--- src/rtl/adc_ctrl_pkg.sv ---
package adc_ctrl_pkg;

  typedef enum logic [1:0] {
    VIEW_NONE = 2'd0,
    VIEW_WORD = 2'd1,
    VIEW_HIGH = 2'd2,
    VIEW_LOW  = 2'd3
  } view_e;

  localparam int BYTE_W = 8;
  localparam int NIB_W  = 4;

endpackage

--- src/rtl/adc_start_qual.sv ---
module adc_start_qual (
  input  logic clk,
  input  logic rst_n,
  input  logic en_i,
  input  logic sel_n_i,
  input  logic rdconv_i,
  input  logic busy_i,
  output logic start_o
);

  logic armed, armed_q;

  // all three start terms true together
  assign armed = en_i & ~sel_n_i & ~rdconv_i;

  always_ff @(posedge clk or negedge rst_n) begin
    if (!rst_n) armed_q <= 1'b0;
    else        armed_q <= armed;
  end

  // a start is the first cycle of the combined condition, outside a conversion
  assign start_o = armed & ~armed_q & ~busy_i;

  // no start unless enabled and selected
  a_r10_no_start_unselected: assert property (@(posedge clk) disable iff (!rst_n)
    (!en_i || sel_n_i) |-> !start_o);

endmodule

--- src/rtl/adc_conv_timer.sv ---
module adc_conv_timer import adc_ctrl_pkg::*; #(
  parameter int RES_W       = 12,
  parameter int CYC_FULL_N  = 14,
  parameter int CYC_SHORT_N = 10
) (
  input  logic             clk,
  input  logic             rst_n,
  input  logic             start_i,
  input  logic             short_i,
  input  logic [RES_W-1:0] eng_i,
  output logic             busy_o,
  output logic [RES_W-1:0] res_o
);

  localparam int CNT_W = $clog2(CYC_FULL_N + 1);
  localparam int DROP_W = RES_W - BYTE_W;
  localparam logic [CNT_W-1:0] LOAD_FULL  = CNT_W'(CYC_FULL_N - 1);
  localparam logic [CNT_W-1:0] LOAD_SHORT = CNT_W'(CYC_SHORT_N - 1);

  logic [CNT_W-1:0] cnt_q;
  logic             busy_q, short_q;
  logic [RES_W-1:0] res_q, keep;

  assign keep = short_q ? {{BYTE_W{1'b1}}, {DROP_W{1'b0}}} : '1;

  always_ff @(posedge clk or negedge rst_n) begin
    if (!rst_n) begin
      busy_q  <= 1'b0;
      short_q <= 1'b0;
      cnt_q   <= '0;
      res_q   <= '0;
    end else if (start_i && !busy_q) begin
      busy_q  <= 1'b1;
      short_q <= short_i;
      cnt_q   <= short_i ? LOAD_SHORT : LOAD_FULL;
    end else if (busy_q) begin
      if (cnt_q == '0) begin
        busy_q <= 1'b0;
        res_q  <= eng_i & keep;
      end else begin
        cnt_q <= cnt_q - CNT_W'(1);
      end
    end
  end

  assign busy_o = busy_q;
  assign res_o  = res_q;

  // a start raises busy on the next edge
  a_r1_start_sets_busy: assert property (@(posedge clk) disable iff (!rst_n)
    (start_i && !busy_q) |=> busy_q);

  // a running count only steps down, never reloads
  a_r3_steady_count: assert property (@(posedge clk) disable iff (!rst_n)
    (busy_q && cnt_q != '0) |=> (busy_q && cnt_q == $past(cnt_q) - CNT_W'(1)));

  // short cycles end with cleared low bits
  a_r4_short_lsb_zero: assert property (@(posedge clk) disable iff (!rst_n)
    ($fell(busy_q) && short_q) |-> (res_q[DROP_W-1:0] == '0));

endmodule

--- src/rtl/adc_bus_view.sv ---
module adc_bus_view import adc_ctrl_pkg::*; #(
  parameter int RES_W = 12
) (
  input  logic                   en_i,
  input  logic                   sel_n_i,
  input  logic                   rdconv_i,
  input  logic                   wide_i,
  input  logic                   addr_i,
  input  logic                   busy_i,
  input  logic [RES_W-1:0]       res_i,
  output logic [RES_W-1:0]       bus_o,
  output logic [RES_W/NIB_W-1:0] oe_o
);

  localparam int NIB    = RES_W / NIB_W;
  localparam int LANE_N = BYTE_W / NIB_W;
  localparam int DROP_W = RES_W - BYTE_W;

  view_e view;

  always_comb begin
    view = VIEW_NONE;
    if (en_i && !sel_n_i && rdconv_i && !busy_i) begin
      if (wide_i)      view = VIEW_WORD;
      else if (addr_i) view = VIEW_LOW;
      else             view = VIEW_HIGH;
    end
  end

  for (genvar i = 0; i < NIB; i++) begin : g_nib
    if (i >= NIB - LANE_N) begin : g_lane
      assign oe_o[i] = (view != VIEW_NONE);
    end else begin : g_tail
      assign oe_o[i] = (view == VIEW_WORD);
    end
  end

  always_comb begin
    unique case (view)
      VIEW_WORD: bus_o = res_i;
      VIEW_HIGH: bus_o = {res_i[RES_W-1:DROP_W], {DROP_W{1'b0}}};
      VIEW_LOW:  bus_o = {res_i[DROP_W-1:0], {(RES_W-DROP_W){1'b0}}};
      default:   bus_o = '0;
    endcase
  end

endmodule

--- src/rtl/adc_ctrl_decode.sv ---
module adc_ctrl_decode import adc_ctrl_pkg::*; #(
  parameter int RES_W       = 12,
  parameter int CYC_FULL_N  = 14,
  parameter int CYC_SHORT_N = 10
) (
  input  logic                   clk,
  input  logic                   rst_n,
  input  logic                   chip_en_i,
  input  logic                   chip_sel_n_i,
  input  logic                   rd_conv_i,
  input  logic                   word_mode_i,
  input  logic                   byte_addr_i,
  input  logic [RES_W-1:0]       eng_result_i,
  output logic                   busy_o,
  output logic [RES_W-1:0]       data_o,
  output logic [RES_W/NIB_W-1:0] nib_oe_o
);

  localparam int NIB    = RES_W / NIB_W;
  localparam int DROP_W = RES_W - BYTE_W;
  localparam logic [NIB-1:0] LANE_OE = {2'b11, {(NIB-2){1'b0}}};

  initial begin
    if (RES_W % NIB_W != 0 || RES_W <= BYTE_W || RES_W > 2 * BYTE_W)
      $error("RES_W must be a multiple of 4 between 12 and 16");
    if (CYC_SHORT_N < 1 || CYC_SHORT_N > CYC_FULL_N)
      $error("CYC_SHORT_N must lie in 1..CYC_FULL_N");
  end

  logic             start;
  logic [RES_W-1:0] res;

  adc_start_qual u_qual (
    .clk      (clk),
    .rst_n    (rst_n),
    .en_i     (chip_en_i),
    .sel_n_i  (chip_sel_n_i),
    .rdconv_i (rd_conv_i),
    .busy_i   (busy_o),
    .start_o  (start)
  );

  adc_conv_timer #(
    .RES_W       (RES_W),
    .CYC_FULL_N  (CYC_FULL_N),
    .CYC_SHORT_N (CYC_SHORT_N)
  ) u_timer (
    .clk     (clk),
    .rst_n   (rst_n),
    .start_i (start),
    .short_i (byte_addr_i),
    .eng_i   (eng_result_i),
    .busy_o  (busy_o),
    .res_o   (res)
  );

  adc_bus_view #(.RES_W(RES_W)) u_view (
    .en_i     (chip_en_i),
    .sel_n_i  (chip_sel_n_i),
    .rdconv_i (rd_conv_i),
    .wide_i   (word_mode_i),
    .addr_i   (byte_addr_i),
    .busy_i   (busy_o),
    .res_i    (res),
    .bus_o    (data_o),
    .oe_o     (nib_oe_o)
  );

  // busy only rises out of a cycle that saw the full start condition
  a_r1_start_cause: assert property (@(posedge clk) disable iff (!rst_n)
    $rose(busy_o) |-> $past(chip_en_i && !chip_sel_n_i && !rd_conv_i));

  // nothing is driven during a conversion
  a_r5_quiet_busy: assert property (@(posedge clk) disable iff (!rst_n)
    busy_o |-> (nib_oe_o == '0));

  // only the three legal enable shapes appear
  a_r6_enable_shape: assert property (@(posedge clk) disable iff (!rst_n)
    (nib_oe_o == '0) || (nib_oe_o == '1) || (nib_oe_o == LANE_OE));

  // the low-byte view carries trailing zeros in the lane
  a_r8_low_trailing: assert property (@(posedge clk) disable iff (!rst_n)
    (nib_oe_o != '0 && !word_mode_i && byte_addr_i)
      |-> (data_o[RES_W-DROP_W-1:0] == '0));

endmodule

--- config.mk ---
export PLATFORM = sky130hd
export DESIGN_NAME = adc_ctrl_decode
export DESIGN_NICKNAME = d
export VERILOG_FILES = /design/src/rtl/adc_ctrl_pkg.sv /design/src/rtl/adc_start_qual.sv /design/src/rtl/adc_conv_timer.sv /design/src/rtl/adc_bus_view.sv /design/src/rtl/adc_ctrl_decode.sv
export SDC_FILE = /design/constraint.sdc
export NUM_CORES = 1
export LEC_CHECK = 0
export ABC_AREA = 1
export BUFFER_PORTS_ARGS = -buffer_cell sky130_fd_sc_hd__buf_4
export CAP_MARGIN = 30
export CORE_MARGIN = 2
export CORE_UTILIZATION = 44
export DETAILED_ROUTE_END_ITERATION = 10
export PLACE_DENSITY = 0.74
export SLEW_MARGIN = 20
export SYNTH_ARGS = -nofsm -noshare
export SYNTH_HDL_FRONTEND = slang
export SYNTH_SLANG_ARGS = --single-unit
--- constraint.sdc ---
create_clock -name clk -period 1.3 [get_ports clk]
set_clock_uncertainty 0.05 [all_clocks]
set_input_delay 0 -clock clk [delete_from_list [all_inputs] [get_ports clk]]
set_output_delay 0 -clock clk [all_outputs]
set_load 0.005 [all_outputs]
**Word level (Yosys, flattened, before mapping)**

Index checks and enable logic that the tools add are counted.

- Output and inout bits: 16
- Word-level logic and storage cells: 43
- Input bits: 19
- Flip-flop bits (word level): 19

- Eq/ne operators: 4
- Add/sub/neg operators: 1
- Muxes and demuxes: 12
- Reductions and logical operators: 11
- Bitwise logic cells: 10

Operators with widths:

| cell | number |
|---|---|
| case mux 12 bit (3 select lines) | 1 |
| 2-to-1 mux 4 bit | 4 |
| AND 12 bit | 1 |
| NOT 1 bit | 5 |
| AND 1 bit | 4 |
| == test 2 bit (second input constant) | 2 |
| logical AND 1 bit | 4 |
| zero test 4 bit | 1 |
| 2-to-1 mux 1 bit | 4 |
| 2-to-1 mux 2 bit | 2 |
| nonzero test 2 bit | 2 |
| subtractor 4 x 1 -> 4 bit (second input constant) | 1 |
| 2-to-1 mux 3 bit | 1 |
| AND reduction 3 bit | 1 |
| == test 2 x 1 -> 1 bit (second input constant) | 1 |
| zero test 1 bit | 2 |
| != test 2 x 1 -> 1 bit (second input constant) | 1 |
| AND reduction 2 bit | 1 |

**Longest topological paths before layout**

Gate-level depths: netlist of the first run.

- Depth in word-level cells: 8
- Gate-level depth with buffers: 7
- Depth with buffers taken out: 7

**By module**

A second synthesis of the first run with hierarchy kept.

- Cells, all modules: 142
- Area total of the unflattened synthesis: 1,077.3 um^2

By module, submodules not included:

| module | area an instance (um^2) | instances | seq. area each (um^2) | cells each |
|---|---|---|---|---|
| adc_conv_timer | 793.3 | 1 | 450.4 | 94 |
| adc_bus_view | 232.7 | 1 | 0.0 | 41 |
| adc_start_qual | 51.3 | 1 | 25.0 | 7 |

**Least setup slack after synthesis of the first run**

Ideal clock, no wire load.

- Path type: register to register
- Start: register u_timer.cnt_q[0]
- End: register u_timer.res_q[0] (netlist: u_timer.res_o[0])
- Data required time: 1.129 ns
- Clock period less this slack: 1.280 ns
- Library setup time: 0.121 ns
- Cell stages (with the launch flop): 7
- Buffers on the path: 1
- Slack: 0.020 ns
- Arrival time: 1.110 ns
- Cells stage by stage: dfrtp_1 -> inv_1 -> ha_1 -> nand3_2 -> nor2_4 -> buf_6 -> o21ai_1

- Cells in the longest elaborated chain, start to end: 2

Ends and longest elaborated chain:

| element | RTL line | text |
|---|---|---|
| start: declaration | adc_conv_timer.sv:20 | `logic [CNT_W-1:0] cnt_q;` |
| start signal: assignment | adc_conv_timer.sv:35 | `cnt_q <= short_i ? LOAD_SHORT : LOAD_FULL;` |
| start signal: assignment | adc_conv_timer.sv:41 | `cnt_q <= cnt_q - CNT_W'(1);` |
| zero test 4 bit | adc_conv_timer.sv:37 | `if (cnt_q == '0) begin` |
| AND reduction 3 bit (no line) | -- |  |
| end signal: assignment | adc_conv_timer.sv:39 | `res_q <= eng_i & keep;` |
| end: declaration | adc_conv_timer.sv:22 | `logic [RES_W-1:0] res_q, keep;` |

No other way between the ends.
A chain may end at the register's enable or synchronous reset.

**Worst setup path in the final report of the first run**

- Start: register u_timer.busy_q (netlist: u_timer.busy_o)
- End: output port data_o[9]

- Cells in the longest elaborated chain, start to end: 5
- Elaborated cells on any way between the ends: 7
- Classes of those cells: eq/ne (3); mux (2); reduce/logical (2)

Ends and longest elaborated chain:

| element | RTL line | text |
|---|---|---|
| start: declaration | adc_conv_timer.sv:21 | `logic busy_q, short_q;` |
| start signal: assignment | adc_conv_timer.sv:28 | `busy_q <= 1'b0;` |
| start signal: assignment | adc_conv_timer.sv:33 | `busy_q <= 1'b1;` |
| start signal: assignment | adc_conv_timer.sv:38 | `busy_q <= 1'b0;` |
| zero test 1 bit * | adc_bus_view.sv:23 | `if (en_i && !sel_n_i && rdconv_i && !busy_i) begin` |
| logical AND 1 bit * | adc_bus_view.sv:23 |  |
| 2-to-1 mux 2 bit * | adc_bus_view.sv:23 |  |
| == test 2 bit or == test 2 x 1 -> 1 bit (tied branches) | adc_bus_view.sv:39 | `unique case (view)` |
| case mux 12 bit (3 select lines) * | adc_bus_view.sv:39 |  |
| end: declaration | adc_ctrl_decode.sv:15 | `output logic [RES_W-1:0] data_o,` |

Every way passes the cells marked *; elsewhere a longest branch is shown, timed or not.

==> results of run 1 <==
-- what timing repair did --
item / CTS / global route
endpoints found under the hold margin: 33 / 0
setup buffers: 7 / 0
gates resized for setup: 22 / 7
hold buffers: 17 / 0
pin swaps: 7 / 2
setup endpoints to repair: 25 / 30
-- registers in the layout, indices dropped and copies added (netlist names) --
signal	count
u_timer.cnt_q	4
u_timer.res_o	12
u_timer.short_q	1
u_timer.busy_o	1
u_qual.armed_q	1
-- placed cells by master (no fill, tap or decap), drive strengths merged --
master | synthesis | layout
buf | 3 | 48
clkbuf | 0 | 3
clkinv | 0 | 1
dfrtp | 19 | 19
dlygate4sd3 | 0 | 17
ha | 2 | 2
inv | 23 | 23
nand2 | 25 | 25
nand3 | 12 | 12
nand4 | 2 | 2
nor2 | 15 | 15
nor3 | 1 | 1
o21ai | 18 | 18
xnor2 | 1 | 1
-- layout make-up --
class                           count  area (sq um)
Clock buffer                        3          22.5
Clock inverter                      1          5.00
Fill cell                         148           505
Inverter                           23          88.8
Multi-Input combinational cell     76           533
Sequential cell                    19           477
Tap cell                           28          35.0
Timing Repair Buffer               65           546
-- critical path: stages (launching register included) --
cell and delay [ns]:
dfrtp_2 0.47, nor3_4 0.19, nand2_4 0.12, o21ai_1 0.16
buf_4 0.13
-- per-layer routing --
metal / up-vias / routed length, microns
li1: 506 / -
met1: 491 / 1070
met2: 24 / 1500
met3: 7 / 88
met4: 0 / 40
met5: - / 0
-- stage by stage --
step / hold WS (ns) / util (%) / setup slack (ns) / std cells / total power [uW]
after floorplan: -0.346 / - / 0.0197 / 121 / 1760
after global placement: -0.165 / 60.5 / 0.0151 / 187 / 2080
after detailed placement: -0.162 / 60.5 / -0.0415 / 187 / 2140
after CTS: 0.0453 / 75.8 / -0.107 / 215 / 2700
after global routing: 0.0924 / 77.1 / -0.172 / 215 / 2990
final: 0.0639 / 77.1 / -0.108 / 215 / 2760
-- how the worst min path moves through the flow --
| stage | cells past startpoint | slack [ns] | end |
|---|---|---|---|
| after global placement | 1 | -0.16 | u_timer.res_o[10] |
| after CTS | 2 | 0.05 | u_timer.res_o[10] |
| after global routing | 2 | 0.09 | u_timer.res_o[11] |
| after detailed placement | 1 | -0.16 | u_timer.res_o[8] |
| after floorplan | 0 | -0.35 | u_qual.armed_q |
| final | 2 | 0.06 | u_timer.res_o[10] |
-- report_power, final --
part | switching (uW) | internal (uW) | total, uW
sequential | 144 | 874 | 1020
combinational | 759 | 693 | 1450
clock | 179 | 114 | 294
total | 1080 | 1680 | 2760
-- kinds of logic after synthesis --
group / after synthesis / synth area share (%)
AO/OA/AOI/OAI: 18 / 11.7
buffers and inverters: 26 / 11.3
flip-flops: 19 / 46.3
adder cells (fa/ha/maj): 2 / 2.44
XOR/XNOR: 1 / 0.854
AND/OR/NAND/NOR: 55 / 27.3
==> results.yml, run 1 <==
run_status:
  outcome: "complete, but fails checks"
  violations: "negative setup slack"
timing:
  finalSetupTns_ns: -0.838
  tightest_slew_ns: 0.247
  drv_slew: 0
  rsz0062_at_grt: "yes"
  finalSetupViolations: 17
  hold_viol_final: 0
  max_clock_freq_ghz: 0.710
  fin_ws_ns: -0.108
  finalCriticalPeriod_ns: 1.41
  period_share_pct: 108
  slew_headroom_pct: 83.5
power_and_ir_drop:
  ir_drop_v: 0.00144
  p_leak_uw: 0.000861
  power_density_nw_per_um2: 1620
die:
  die_w_microns: 52.3
  dieArea_sq_um: 2730
  pin_count: 35
  placementRows: 17
  start_util_pct: 46.4
  die_y_microns: 52.3
  coreArea_sq_um: 2210
setup_path:
  reg2reg_slack_ns: -0.04
  endpoint: "data_o[9]"
  startpoint_type: "flip-flop"
  end_kind: "output pin"
  required_ns: 1.25
  path_class: "flip-flop to output pin"
  reg2reg_from: "u_timer.cnt_q[1]"
  cp_data_arrival_time_ns: 1.36
  r2r_cells: 7
  crit_start: "u_timer.busy_o"
  r2r-end: "u_timer.res_o[0]"
  cp_max_fo: 8
cts:
  cts_sinks: 19
  clk_latency_ns: 0.29
  clk_pin_slew_worst_paths_ns: 0.11
  htree_num_levels: 1
  cts_root_buf: "clkbuf_4"
  cts_tree: "yes"
  clockBufferDepth: 2
  numCtsBuffers: 3
logic_synthesis:
  yosysUniqueCellTypes: 19
  yosysSeqAreaShare_pct: 46.3
  ys_ff_latch: 19
  synth_area_sq_um: 1030
  synthCells: 121
  synthFlopType: "dfrtp_1"
  synth_area_per_cell_sq_um: 8.48
  synth.area.top_cells: "dfrtp_1 (46%), inv_1 (7.7%), o21ai_2 (6.8%), nand2_2 (6.1%), nand2_1 (5.5%)"
  yosysTopAreaCell: "dfrtp_1"
  synth_top_area_share_pct: 46.3
  synth_fp_nets: 142
  yosys_warnings: 0
  synth_edf_count: 0
  ys_async_sr_fraction_pct: 100
  synth.most_common_cell: "inv_1"
  synth_common_cells: "inv_1 (21), dfrtp_1 (19), nand2_1 (15), nor2_1 (12)"
route:
  drc_errors: 0
  firstDrtPassIters: 4
  wl_per_cell_microns: 12.6
  vias: 1028
  postRouteAntennaNets: 0
  viasPerCell: 4.78
  routed_wl_mm: 2.70
  drt-initial-drc-count: 9
placed_design:
  placed_area_sq_um: 1340
  gp_congestion: 0.711
  portBuffers: 34
  dp_hpwl_mm: 1.62
global_routing:
  grt_pass1_vias: 1035
  grt_pass1_wl_mm: 4.45
  grt_util_met3_pct: 3.14
  busiest_layer: "met2"
  antenna_found_initial: 0
  grt_use_total_pct: 22.3
  grt_use_met2_pct: 43.5
  grt_max_degree: 20
  grt_overflow: 0
  grt_util_met1_pct: 24.1
final_layout:
  drive_gt1_share_pct: 49.2
  final_area_sq_um: 1710
  syn_to_final_growth_pct: 66.3
  diodes: 0
  fin_nets: 209
min_path:
  hp-class: "primary input to async pin"
flow_run:
  drv_cap: 0
Note: power is estimated with default switching activity, not from simulation.
==> run 2, diff against run 1 <==
- CAP_MARGIN: 30 -> default
- PLACE_DENSITY: 0.74 -> 0.84
==> run 2 against run 1 <==
Fmax is 6.8% lower. Routed wire length increased by 50%. Die area stayed put. Count of clock-buffer cells in the layout grew 1. The flow still finishes with violations (negative setup slack). Worst hold slack got worse by 0.0017 ns. Clock power grew 5%. Combinational power up 23%. Utilization grew 6.6 points. Worst setup slack worse by 0.10 ns.
==> results.yml, run 2 (synthesis gave the netlist of run 1 again) <==
die:
  dieArea_sq_um: 2730
  die_y_microns: 52.3
  pin_count: 35
  die_w_microns: 52.3
  placementRows: 17
  start_util_pct: 46.4
  coreArea_sq_um: 2210
final_layout:
  syn_to_final_growth_pct: 80.6
  fin_nets: 210
  layout_commonest_cell: "buf_4"
  fillCellCount: 101
  final_cell_mix: "buf_4 (40), inv_1 (19), dfrtp_1 (18), dlygate4sd3_1 (17), nand2_1 (14)"
  drive_gt1_share_pct: 51.1
  largest_reg_flops: 12
  fin_cells: 216
  seq_area_sq_um: 477
  multi_input_area_sq_um: 587
  diodes: 0
cts:
  clk_pin_slew_worst_paths_ns: 0.11
  numCtsBuffers: 3
  cts_root_buf: "clkbuf_4"
  clk_latency_ns: 0.30
  cts_tree: "yes"
  clockBufferDepth: 2
  htree_num_levels: 1
  cts_sinks: 19
timing:
  slew_headroom_pct: 82.7
  finalSetupTns_ns: -2.61
  drv_slew: 0
  finalSetupViolations: 24
  finalCriticalPeriod_ns: 1.51
  fin_ws_ns: -0.211
  rsz0062_at_grt: "yes"
  period_share_pct: 116
  tightest_slew_ns: 0.259
  max_clock_freq_ghz: 0.662
  hold_viol_final: 0
min_path:
  hold_path.startpoint: "chip_sel_n_i"
  hold_depth: 4
  hold_end: "u_timer.busy_o"
  hp-class: "primary input to flip-flop"
setup_path:
  r2r_cells: 8
  reg2reg_from: "u_timer.cnt_q[0]"
  required_ns: 1.25
  reg2reg_slack_ns: -0.11
  r2r-end: "u_timer.res_o[2]"
  cp_data_arrival_time_ns: 1.46
  path_class: "flip-flop to output pin"
  startpoint_type: "flip-flop"
  cp_max_fo: 4
  end_kind: "output pin"
power_and_ir_drop:
  p_leak_uw: 0.000927
  power_density_nw_per_um2: 1710
  total_power_uw: 3160
  ir_drop_v: 0.00119
route:
  routed_wl_mm: 4.05
  drt-initial-drc-count: 29
  wl_per_cell_microns: 18.7
  vias: 1154
  firstDrtPassIters: 4
  viasPerCell: 5.34
  postRouteAntennaNets: 0
  drc_errors: 0
global_routing:
  antenna_found_initial: 0
  grt_pass1_vias: 1128
  grt_overflow: 0
  grt_use_total_pct: 24.9
  grt_max_degree: 20
  grt_pass1_wl_mm: 4.91
flow_run:
  drv_cap: 0
placed_design:
  gp_congestion: 0.791
  portBuffers: 34
  dp_hpwl_mm: 1.82
  place_inst: 186
run_status:
  violations: "negative setup slack"
  outcome: "complete, but fails checks"
[run 2: changes by cell type in the layout (fill, tap and decap cells not counted), moves of 2 or more]
| cell | delta |
|---|---|
| nand2_4 | +4 |
| buf_16 | +2 |
| nand3_2 | +2 |
| nand3_1 | -2 |
| nand2_2 | -3 |
| buf_4 | -5 |
| buf_12 | +2 |
[run 2: how the worst max path moves through the flow]
stage,start,slack [ns],end
3_5_place_dp,u_timer.cnt_q[0],-0.04,u_timer.res_o[3]
4_1_cts,u_timer.busy_o,-0.12,data_o[10]
2_1_floorplan,u_timer.cnt_q[0],0.02,u_timer.res_o[0]
5_1_grt,u_timer.busy_o,-0.29,data_o[8]
6_report,u_timer.busy_o,-0.21,data_o[8]
3_3_place_gp,u_timer.cnt_q[0],0.03,u_timer.res_o[2]
[run 2: layer usage]
metal / routed length [microns] / vias up / global-route usage (%)
li1: - / 511 / -
met3: 190 / 15 / 2.00
met1: 1520 / 570 / 25.8
met5: 0 / - / 0
met2: 2230 / 58 / 51.5
met4: 109 / 0 / 6.84
[run 2: power by group]
part / internal [uW] / switching [uW] / total (uW)
clock network: 120 / 189 / 308
registers: 876 / 189 / 1060
logic: 850 / 938 / 1790
total: 1850 / 1320 / 3160
[run 2: metrics by stage]
stage	setup WS [ns]	util [%]	hold WS, ns	instance area, sq um
after floorplan	0.0197	-	-0.346	1030
after global placement	0.0324	60.7	-0.167	1340
after detailed placement	-0.0407	60.7	-0.161	1340
after CTS	-0.119	79.5	0.0509	1760
after global routing	-0.292	83.8	0.0685	1850
final	-0.211	83.8	0.0622	1850
[run 2: layout make-up]
class                           count  share of cell area (%)
Sequential cell                    19                    25.7
Clock buffer                        4                    1.42
Multi-Input combinational cell     76                    31.7
Timing Repair Buffer               66                    34.5
Tap cell                           28                    1.89
Inverter                           23                    4.79
[run 2: critical path, cell delays in order (launching register included)]
cell,delay (ns)
dfrtp_2,0.47
inv_2,0.10
nand3_4,0.11
nor2_4,0.16
nand2_1,0.09
o21ai_1,0.10
buf_4,0.14
[run 2: what timing repair did]
item / in CTS / in global routing
setup endpoints to repair: 23 / 30
setup buffers: 7 / 1
gates resized for setup: 22 / 20
pin swaps: 10 / 11
gates cloned: 2 / 1
hold buffers: 17 / 0
endpoints found under the hold margin: 33 / 0
